**config.mk**
```make
export PLATFORM = sky130hd
export DESIGN_NAME = rcs_sched
export DESIGN_NICKNAME = d
export VERILOG_FILES = /design/src/rtl/rcs_pkg.sv /design/src/rtl/rcs_idx_queue.sv /design/src/rtl/rcs_chunk_calc.sv /design/src/rtl/rcs_sched.sv
export SDC_FILE = /design/constraint.sdc
export NUM_CORES = 1
export LEC_CHECK = 0
export ABC_AREA = 1
export CAP_MARGIN = 0
export CORE_AREA = 3 3 232 234
export DETAILED_ROUTE_END_ITERATION = 10
export DIE_AREA = 0 0 235 237
export PLACE_DENSITY = 0.74
export SYNTH_ARGS = -nofsm -noshare
export SYNTH_HDL_FRONTEND = slang
export SYNTH_SLANG_ARGS = --single-unit
```
**constraint.sdc**
```tcl
create_clock -name clk -period 7.6 [get_ports clk]
set_input_delay 2.28 -clock clk [delete_from_list [all_inputs] [get_ports clk]]
set_output_delay 2.28 -clock clk [all_outputs]
set_load 0.03 [all_outputs]
```
**src/rtl/rcs_pkg.sv**
```systemverilog
package rcs_pkg;
    localparam int ADDR_W    = 40;
    localparam int LEN_W     = 20;
    localparam int LEN_LSB   = 40;
    localparam int VIRT_BIT  = 60;
    localparam int DESC_W    = 61;
    localparam int DONE_W    = 32;
    localparam int BIT_BUSY  = 31;
    localparam int BIT_CPL   = 30;
    localparam int BIT_MORE  = 29;
    localparam logic [ADDR_W-1:0] NO_DMA_ADDR = ADDR_W'(1);

    typedef enum logic [2:0] {
        S_IDLE,
        S_FIFO_BLK,
        S_BEGIN,
        S_COPY,
        S_DONE
    } rcs_state_t;

    function automatic logic [DONE_W-1:0] mk_done(input logic busy, input logic cpl,
                                                 input logic more, input logic [LEN_W-1:0] len);
        logic [DONE_W-1:0] w;
        w = '0;
        w[BIT_BUSY] = busy;
        w[BIT_CPL]  = cpl;
        w[BIT_MORE] = more;
        w[LEN_W-1:0] = len;
        return w;
    endfunction
endpackage

```
**src/rtl/rcs_idx_queue.sv**
```systemverilog
module rcs_idx_queue #(
    parameter int DEPTH = 4,
    parameter int W     = 2
) (
    input  logic         clk,
    input  logic         rst_n,
    input  logic         push,
    input  logic [W-1:0] push_idx,
    input  logic         pop,
    output logic [W-1:0] head,
    output logic         empty
);
    localparam int PW = (DEPTH > 1) ? $clog2(DEPTH) : 1;
    localparam int CW = $clog2(DEPTH + 1);

    logic [W-1:0]  slots [DEPTH];
    logic [PW-1:0] rd_q, wr_q;
    logic [CW-1:0] cnt_q;

    always_ff @(posedge clk) begin
        if (push) slots[wr_q] <= push_idx;
    end

    always_ff @(posedge clk) begin
        if (!rst_n) begin
            rd_q  <= '0;
            wr_q  <= '0;
            cnt_q <= '0;
        end else begin
            if (push) wr_q <= (wr_q == PW'(DEPTH - 1)) ? '0 : wr_q + 1'b1;
            if (pop)  rd_q <= (rd_q == PW'(DEPTH - 1)) ? '0 : rd_q + 1'b1;
            case ({push, pop})
                2'b10:   cnt_q <= cnt_q + 1'b1;
                2'b01:   cnt_q <= cnt_q - 1'b1;
                default: cnt_q <= cnt_q;
            endcase
        end
    end

    assign head  = slots[rd_q];
    assign empty = (cnt_q == '0);
endmodule

```
**src/rtl/rcs_chunk_calc.sv**
```systemverilog
module rcs_chunk_calc #(
    parameter int W = 20
) (
    input  logic [W-1:0] want,
    input  logic [W-1:0] left,
    output logic [W-1:0] chunk,
    output logic         whole
);
    assign whole = (want >= left);
    assign chunk = whole ? left : want;
endmodule

```
**src/rtl/rcs_sched.sv**
```systemverilog
module rcs_sched
    import rcs_pkg::*;
#(
    parameter int NCH   = 4,
    parameter int PID_W = 3,
    parameter int CNT_W = 4,
    localparam int CH_W = (NCH > 1) ? $clog2(NCH) : 1
) (
    input  logic              clk,
    input  logic              rst_n,
    input  logic              req_valid,
    input  logic [CH_W-1:0]   req_chan,
    input  logic [DESC_W-1:0] req_desc,
    output logic              req_err,
    input  logic              unclaimed_valid,
    input  logic [PID_W-1:0]  unclaimed_id,
    input  logic [LEN_W-1:0]  unclaimed_len,
    input  logic [CNT_W-1:0]  resident_cnt,
    output logic              claim,
    output logic              rel_valid,
    output logic [PID_W-1:0]  rel_id,
    output logic              dma_req,
    output logic [ADDR_W-1:0] dma_addr,
    output logic [LEN_W-1:0]  dma_len,
    output logic [LEN_W-1:0]  dma_off,
    output logic [PID_W-1:0]  dma_pid,
    output logic              dma_virt,
    input  logic              dma_done,
    input  logic [CH_W-1:0]   rd_chan,
    output logic [DONE_W-1:0] rd_done,
    output logic              intr_dma,
    output logic              intr_empty,
    output logic [CH_W-1:0]   cpl_chan
);
    rcs_state_t state_q, state_d;

    logic [ADDR_W-1:0] ch_addr [NCH];
    logic [LEN_W-1:0]  ch_want [NCH];
    logic [LEN_W-1:0]  ch_off  [NCH];
    logic [LEN_W-1:0]  ch_left [NCH];
    logic [PID_W-1:0]  ch_pid  [NCH];
    logic              ch_virt [NCH];
    logic              ch_has  [NCH];
    logic [DONE_W-1:0] done_q  [NCH];

    logic [CH_W-1:0]  act_ch, sel_ch;
    logic [LEN_W-1:0] act_len, chunk;
    logic             act_full, whole;

    logic req_acc, push_cont, push_new, pop_cont, pop_new;
    logic cont_empty, new_empty;
    logic [CH_W-1:0] cont_head, new_head;

    assign req_err   = req_valid &&  done_q[req_chan][BIT_BUSY];
    assign req_acc   = req_valid && !done_q[req_chan][BIT_BUSY];
    assign push_cont = req_acc &&  ch_has[req_chan];
    assign push_new  = req_acc && !ch_has[req_chan];

    rcs_idx_queue #(.DEPTH(NCH), .W(CH_W)) u_cont_q (
        .clk(clk), .rst_n(rst_n), .push(push_cont), .push_idx(req_chan),
        .pop(pop_cont), .head(cont_head), .empty(cont_empty)
    );

    rcs_idx_queue #(.DEPTH(NCH), .W(CH_W)) u_new_q (
        .clk(clk), .rst_n(rst_n), .push(push_new), .push_idx(req_chan),
        .pop(pop_new), .head(new_head), .empty(new_empty)
    );

    rcs_chunk_calc #(.W(LEN_W)) u_chunk (
        .want(ch_want[act_ch]), .left(ch_left[act_ch]), .chunk(chunk), .whole(whole)
    );

    always_ff @(posedge clk) begin
        if (!rst_n) state_q <= S_IDLE;
        else        state_q <= state_d;
    end

    always_comb begin
        state_d = state_q;
        unique case (state_q)
            S_IDLE:     if (req_acc) state_d = S_FIFO_BLK;
            S_FIFO_BLK: if (pop_cont || pop_new) state_d = S_BEGIN;
            S_BEGIN:    state_d = (ch_addr[act_ch] == NO_DMA_ADDR) ? S_DONE : S_COPY;
            S_COPY:     if (dma_done) state_d = S_DONE;
            S_DONE:     state_d = (cont_empty && new_empty && !req_acc) ? S_IDLE : S_FIFO_BLK;
            default:    state_d = S_IDLE;
        endcase
    end

    always_comb begin
        pop_cont  = 1'b0;
        pop_new   = 1'b0;
        dma_req   = 1'b0;
        rel_valid = 1'b0;
        sel_ch    = cont_head;
        unique case (state_q)
            S_FIFO_BLK: begin
                if (!cont_empty) begin
                    pop_cont = 1'b1;
                end else if (!new_empty && unclaimed_valid) begin
                    pop_new = 1'b1;
                    sel_ch  = new_head;
                end
            end
            S_COPY:  dma_req   = 1'b1;
            S_DONE:  rel_valid = act_full;
            default: ;
        endcase
    end

    assign claim    = pop_new;
    assign rel_id   = ch_pid[act_ch];
    assign dma_addr = ch_addr[act_ch];
    assign dma_len  = act_len;
    assign dma_off  = ch_off[act_ch];
    assign dma_pid  = ch_pid[act_ch];
    assign dma_virt = ch_virt[act_ch];
    assign rd_done  = done_q[rd_chan];

    always_ff @(posedge clk) begin
        if (!rst_n) begin
            for (int i = 0; i < NCH; i++) begin
                ch_addr[i] <= '0;
                ch_want[i] <= '0;
                ch_off[i]  <= '0;
                ch_left[i] <= '0;
                ch_pid[i]  <= '0;
                ch_virt[i] <= 1'b0;
                ch_has[i]  <= 1'b0;
                done_q[i]  <= '0;
            end
            act_ch     <= '0;
            act_len    <= '0;
            act_full   <= 1'b0;
            intr_dma   <= 1'b0;
            intr_empty <= 1'b0;
            cpl_chan   <= '0;
        end else begin
            intr_dma   <= 1'b0;
            intr_empty <= 1'b0;
            if (req_acc) begin
                ch_addr[req_chan] <= req_desc[ADDR_W-1:0];
                ch_want[req_chan] <= req_desc[LEN_LSB +: LEN_W];
                ch_virt[req_chan] <= req_desc[VIRT_BIT];
                done_q[req_chan]  <= mk_done(1'b1, 1'b0, 1'b0, '0);
            end
            if (pop_cont || pop_new) act_ch <= sel_ch;
            if (pop_new) begin
                ch_has[new_head]  <= 1'b1;
                ch_pid[new_head]  <= unclaimed_id;
                ch_off[new_head]  <= '0;
                ch_left[new_head] <= unclaimed_len;
            end
            if (state_q == S_BEGIN) begin
                act_len  <= chunk;
                act_full <= whole;
            end
            if (state_q == S_DONE) begin
                intr_dma <= 1'b1;
                cpl_chan <= act_ch;
                if (act_full) begin
                    done_q[act_ch] <= mk_done(1'b0, 1'b1, 1'b0, act_len);
                    ch_has[act_ch] <= 1'b0;
                    intr_empty     <= (resident_cnt == CNT_W'(1));
                end else begin
                    done_q[act_ch]  <= mk_done(1'b0, 1'b1, 1'b1, ch_left[act_ch] - act_len);
                    ch_left[act_ch] <= ch_left[act_ch] - act_len;
                    ch_off[act_ch]  <= ch_off[act_ch] + act_len;
                end
            end
        end
    end
endmodule

```
# Yosys cells after proc, flatten, opt, wreduce, memory -nomap -nowiden
# Memories as Yosys holds them, arrays and structs flattened. A register that Yosys moved wholly into a read port is not among the register bits.
# Cells that the tools add are included.
# word_totals
register_bits	44
latchBits	0
ramBits	528
mem_bits_ro	0
input_bits	97
n_memories	10
# mem_list
name	words	width	rd	rd_clocked_by_memory_dff	write_ports	line	source
ch_addr	4	40	1	1	4	rcs_sched.sv:37	logic [ADDR_W-1:0] ch_addr [NCH];
done_q	4	23	2	0	4	rcs_sched.sv:44	logic [DONE_W-1:0] done_q [NCH];
ch_left	4	20	1	1	4	rcs_sched.sv:40	logic [LEN_W-1:0] ch_left [NCH];
ch_off	4	20	1	1	4	rcs_sched.sv:39	logic [LEN_W-1:0] ch_off [NCH];
ch_want	4	20	1	1	4	rcs_sched.sv:38	logic [LEN_W-1:0] ch_want [NCH];
ch_pid	4	3	1	1	4	rcs_sched.sv:41	logic [PID_W-1:0] ch_pid [NCH];
4 more memories	n/a	n/a	n/a	n/a	n/a	n/a	
# op_classes
add_sub_neg	10
mul	0
div_mod_pow	0
order_cmp	1
n_eq_ne	17
shift	0
n_mux	96
bitwise	1
n_reduce_logical	31
# ops
op	n
$mux W20	6
$reduce_or A20 Y1	5
$mux W2	35
$mux W23	3
$reduce_or A23 Y1	2
$mux W1	43
$eq A40 B1 Y1 const B	1
$mux W40	1
$reduce_or A40 Y1	1
$add A20 B20 Y20	1
$ge A20 B20 Y1	1
$sub A20 B20 Y20	1
$mux W3	5
$pmux W3 S5	1
$eq A2 B2 Y1 const B	6
$pmux W3 S2	2
$logic_not A3 Y1	3
$add A2 B1 Y2 const B	4
$logic_and A1 B1 Y1	7
$add A3 B1 Y3 const B	2
$eq A3 B2 Y1 const B	2
$ne A2 B2 Y1 const B	3
$reduce_and A3 Y1	2
$sub A3 B1 Y3 const B	2
10 further kinds	17

# Depth between registers and ports, before layout
# depth
depth_word	12
depth_mapped	22

# By module
# From an unflattened synthesis, not the netlist that was laid out.
# hier_totals
cells_unflattened	3116
area_unflattened_um2	28638.7
# by_module_without_submodules
mod	instances	cells_each	area_each_um2	seq_area_each_um2
rcs_sched	1	2764	26058.7	15875.2
rcs_idx_queue	2	79	755.7	420.4
rcs_chunk_calc	1	194	1068.5	0.0

# Worst setup path after synthesis
# Ideal clock, no wire load.
# synth_timing
path_kind	input to output
startpoint	input port rd_chan[0]
endpoint	output port rd_done[10]
arrival_ns	3.430
required_ns	5.320
path_slack_ns	1.890
stages	5
cell_sequence	clkbuf_1 -> clkinv_1 -> buf_1 -> nor2_1 -> o22ai_1
# synth_between
elab_chain_len	1
# synth_rtl
element	line	source
start: declaration	rcs_sched.sv:29	input logic [CH_W-1:0] rd_chan,
$mem_v2 Z4 W23	n/a	
end: declaration	rcs_sched.sv:30	output logic [DONE_W-1:0] rd_done,
# No other way between the ends.

# Final worst setup path
# layout_timing
startpoint	input port rd_chan[1]
endpoint	output port rd_done[13]
# Same word-level chain as after synthesis.

==> results.tsv <==
stage	metric	value	unit
timing	fmax	0.153	GHz
worst_setup_path	critPathMostFrequentCell	buf_4	
timing	setup_viol	0	
timing	finalCriticalPeriod	6.54	ns
pwr	internal_power	0.00591	W
synthesis	synth_edf_count	514	
timing	worst_slew_pin_slew	1.08	ns
timing	fin_worst_skew	0.0227	ns
min_path	worstHoldStart	done_q[2][21]$_SDFFE_PP1P_	
global_route	grt_pass1_wl	122000	um
worst_setup_path	worst_path_max_delay_cell	inv_1	
synthesis	yosys.area_share.simple	20.3	%
clocking	cts.clk_slew.worst_paths	0.06	ns
clocking	cts_resized	0	
timing	hold_violations	0	
clocking	cts_htree_levels	2	
synthesis	yosys-top-cells-area	edfxtp_1, nor2_1, nand2_1, dfxtp_1, inv_1	
synthesis	ys_seq_elements	578	
routing	vias_per_cell	5.74	
pwr	power_frac_seq	42.3	%
worst_setup_path	path_delay_family	buffers and inverters	
synthesis	async_flop_share	0	%
floorplanning	coreArea	52200	um2
synthesis	synth-xor-area-share	0.0921	%
pwr	p_per_area	270	nW/um2
placement	dp_hpwl	52400	um
finish	multiInputGateArea	9820	um2
worst_setup_path	reg2reg_to	dma_len[15]$_SDFFE_PN0N_	
finish	area_growth	15.0	%
floorplanning	die_height	237	um
global_route	grt_pass1_vias	21900	
pwr	p_leak	13.1	nW
synthesis	synth_fa_ha_area_share	3.35	%
routing	drc_errors	0	
timing	drv_slew	0	
pwr	irDropWorstVdd	0.196	mV
placement	port-buffer-count	214	
min_path	min_to	done_q[2][21]$_SDFFE_PP1P_	
synthesis	synth_top_family_by_area	simple AND/OR/NAND/NOR gates	
routing	via_count	22700	
synthesis	synth.area.mux_share	0	%
pwr	switching_share	33.4	%
pwr	clock_power_share	30.6	%
synthesis	yosys_most_used_dff	edfxtp_1	
synthesis	synth_area	28500	um2
synthesis	synth_cell_types	56	
clocking	cts_tree	done	
synthesis	yosysTopAreaCell	edfxtp_1	
clocking	cts_hold_buf	0	
routing	ant_nets	0	
worst_setup_path	crit_fanout	24	
placement	place_area	31000	um2
worst_setup_path	cp_num_cells	6	
clocking	cts_setup_buffers	0	
synthesis	synth_commonest_cells	nor2_1, nand2_1, edfxtp_1	
worst_setup_path	cp.required	5.32	ns
clocking	root_buffer	clkbuf_16	
synthesis	ys_warn_count	0	
routing	routedWlPerCell	20.2	um
clocking	clock_latency	0.63	ns
routing	drt-initial-drc-count	2348	
timing	fin_crit_sh	86.0	%
clocking	cts_made_buffers	58	
finish	fillCellCount	4251	
worst_setup_path	cp_num_buf_inv	4	
worst_setup_path	reg2regPathDepth	14	
pwr	p_comb_share	27.2	%
worst_setup_path	path_class	in -> out	
synthesis	synth.yosys.seq_area_share	58.6	%
routing	finalWirelength	80100	um
synthesis	synth_top_area_share	54.1	%
global_route	antenna_found_initial	1	
clocking	cts_sinks	578	
placement	place_congestion	0.958	
min_path	hold_depth	2	
global_route	grt_overflow	0	
worst_setup_path	regToRegSetupSlack	2.85	ns
finish	post-route-util	62.8	%
finish	fin_area	32800	um2
timing	maxSlewHeadroom	27.6	%
timing	tns	0	ns
routing	drt-pass1-iter-count	6	
worst_setup_path	cp-end-kind	output pin	
finish	regArea	16700	um2
floorplanning	die_w	235	um
floorplanning	die_area	55700	um2
floorplanning	start_util	54.6	%
floorplanning	io_pins	224	
pwr	power	0.00887	W
finish	fin_nets	3391	
floorplanning	rows	84	
status	status	complete, no violations	
synthesis	synth_compound_gate_area_share	10.4	%
timing	grt_setup_unrepaired	no	
global_route	grt.total_usage	27.9	%
worst_setup_path	cp_slowest_stage_delay	0.61	ns
pwr	power.switching	0.00296	W
min_path	hold_path.class	reg -> reg	
run	drv_cap	0	
synthesis	syn_area_per_cell	9.30	um2
worst_setup_path	critPathLaunchType	input port	
worst_setup_path	path_cells	clkdlybuf4s50_1, buf_4, inv_1, o21ai_0, o22ai_1, buf_4	
clocking	clk_path_buf_depth	3	
synthesis	post-synth-top-count-cell	nor2_1	
finish	drive_gt1_share	6.79	%
synthesis	synth_cells	3066	
global_route	grt_start_max_net_pins	208	
worst_setup_path	crit_arrival	4.26	ns
-- per-layer routing --
layer,GRT usage [%],vias up,part of all wire (%)
met1,36.5,10900,40
met4,10.7,0,3.5
met3,3.41,177,7.9
met2,47.9,1029,49
li1,-,10600,-
met5,0,-,0
-- worst min-delay path: stages (launching register included) --
cell     delay [ns]
dfxtp_1        0.33
nand2_1        0.07
nand2_1        0.04
-- stage by stage --
step	worst slack [ns]	hold slack, ns	cells
global route	0.928	0.508	3956
floorplan	1.89	0.414	3074
finish	1.06	0.482	3957
CTS	1.05	0.485	3956
global placement	1.09	0.465	3848
detailed placement	1.06	0.475	3848
-- logic make-up after synthesis --
logic type      Yosys count
simple gates           1423
buf+inv                 483
fa+ha+maj                74
compound gates          504
xor+xnor                  3
other cells               1
flops                   578
-- flip-flops by register name, indices dropped and copies added (netlist names), 4 cells and up, named ones only --
name / flops
ch_addr: 160
done_q: 92
ch_left: 80
ch_off: 80
ch_want: 80
dma_len: 20
ch_pid: 12
u_cont_q.slots: 8
u_new_q.slots: 8
ch_has: 4
ch_virt: 4
-- power groups by stage --
stage	registers [W]	clock network, W	logic (W)
2_1_floorplan	0.00379	0	0.00160
3_3_place_gp	0.00381	0	0.00233
3_5_place_dp	0.00381	0	0.00237
4_1_cts	0.00375	0.00272	0.00239
5_1_grt	0.00376	0.00285	0.00263
6_report	0.00375	0.00271	0.00241
-- how the worst max path moves through the flow --
stage | start | end | slack (ns)
after global placement | req_chan[1] | req_err | 1.09
after detailed placement | req_chan[1] | req_err | 1.06
after global routing | rd_chan[0] | rd_done[7] | 0.93
after CTS | req_chan[1] | req_err | 1.05
after floorplan | rd_chan[0] | rd_done[10] | 1.89
final | rd_chan[1] | rd_done[13] | 1.06
-- area by class of cell --
| type | instances | share of cell area, % |
|---|---|---|
| Inverter | 316 | 3.64 |
| Sequential cell | 578 | 51.0 |
| Tap cell | 688 | 2.62 |
| Clock buffer | 73 | 4.72 |
| Multi-Input combinational cell | 2013 | 29.9 |
| Antenna cell | 1 | 0.00763 |
| Timing Repair Buffer | 253 | 7.38 |
| Clock inverter | 35 | 0.728 |
-- cells in the final DEF (no fill, tap or decap), types with 14 or more instances in the layout --
cell             instances
a21oi_1                218
a32oi_1                 25
buf_4                   58
clkbuf_16               59
clkdlybuf4s50_1        190
dfxtp_1                 62
edfxtp_1               514
ha_1                    70
inv_1                  297
inv_2                   16
nand2_1                582
nand3_1                142
nand4_1                 37
nor2_1                 600
nor3_1                  15
o21ai_0                139
o21ai_1                 14
o22ai_1                 48
Power figures use the tool's default switching activity.
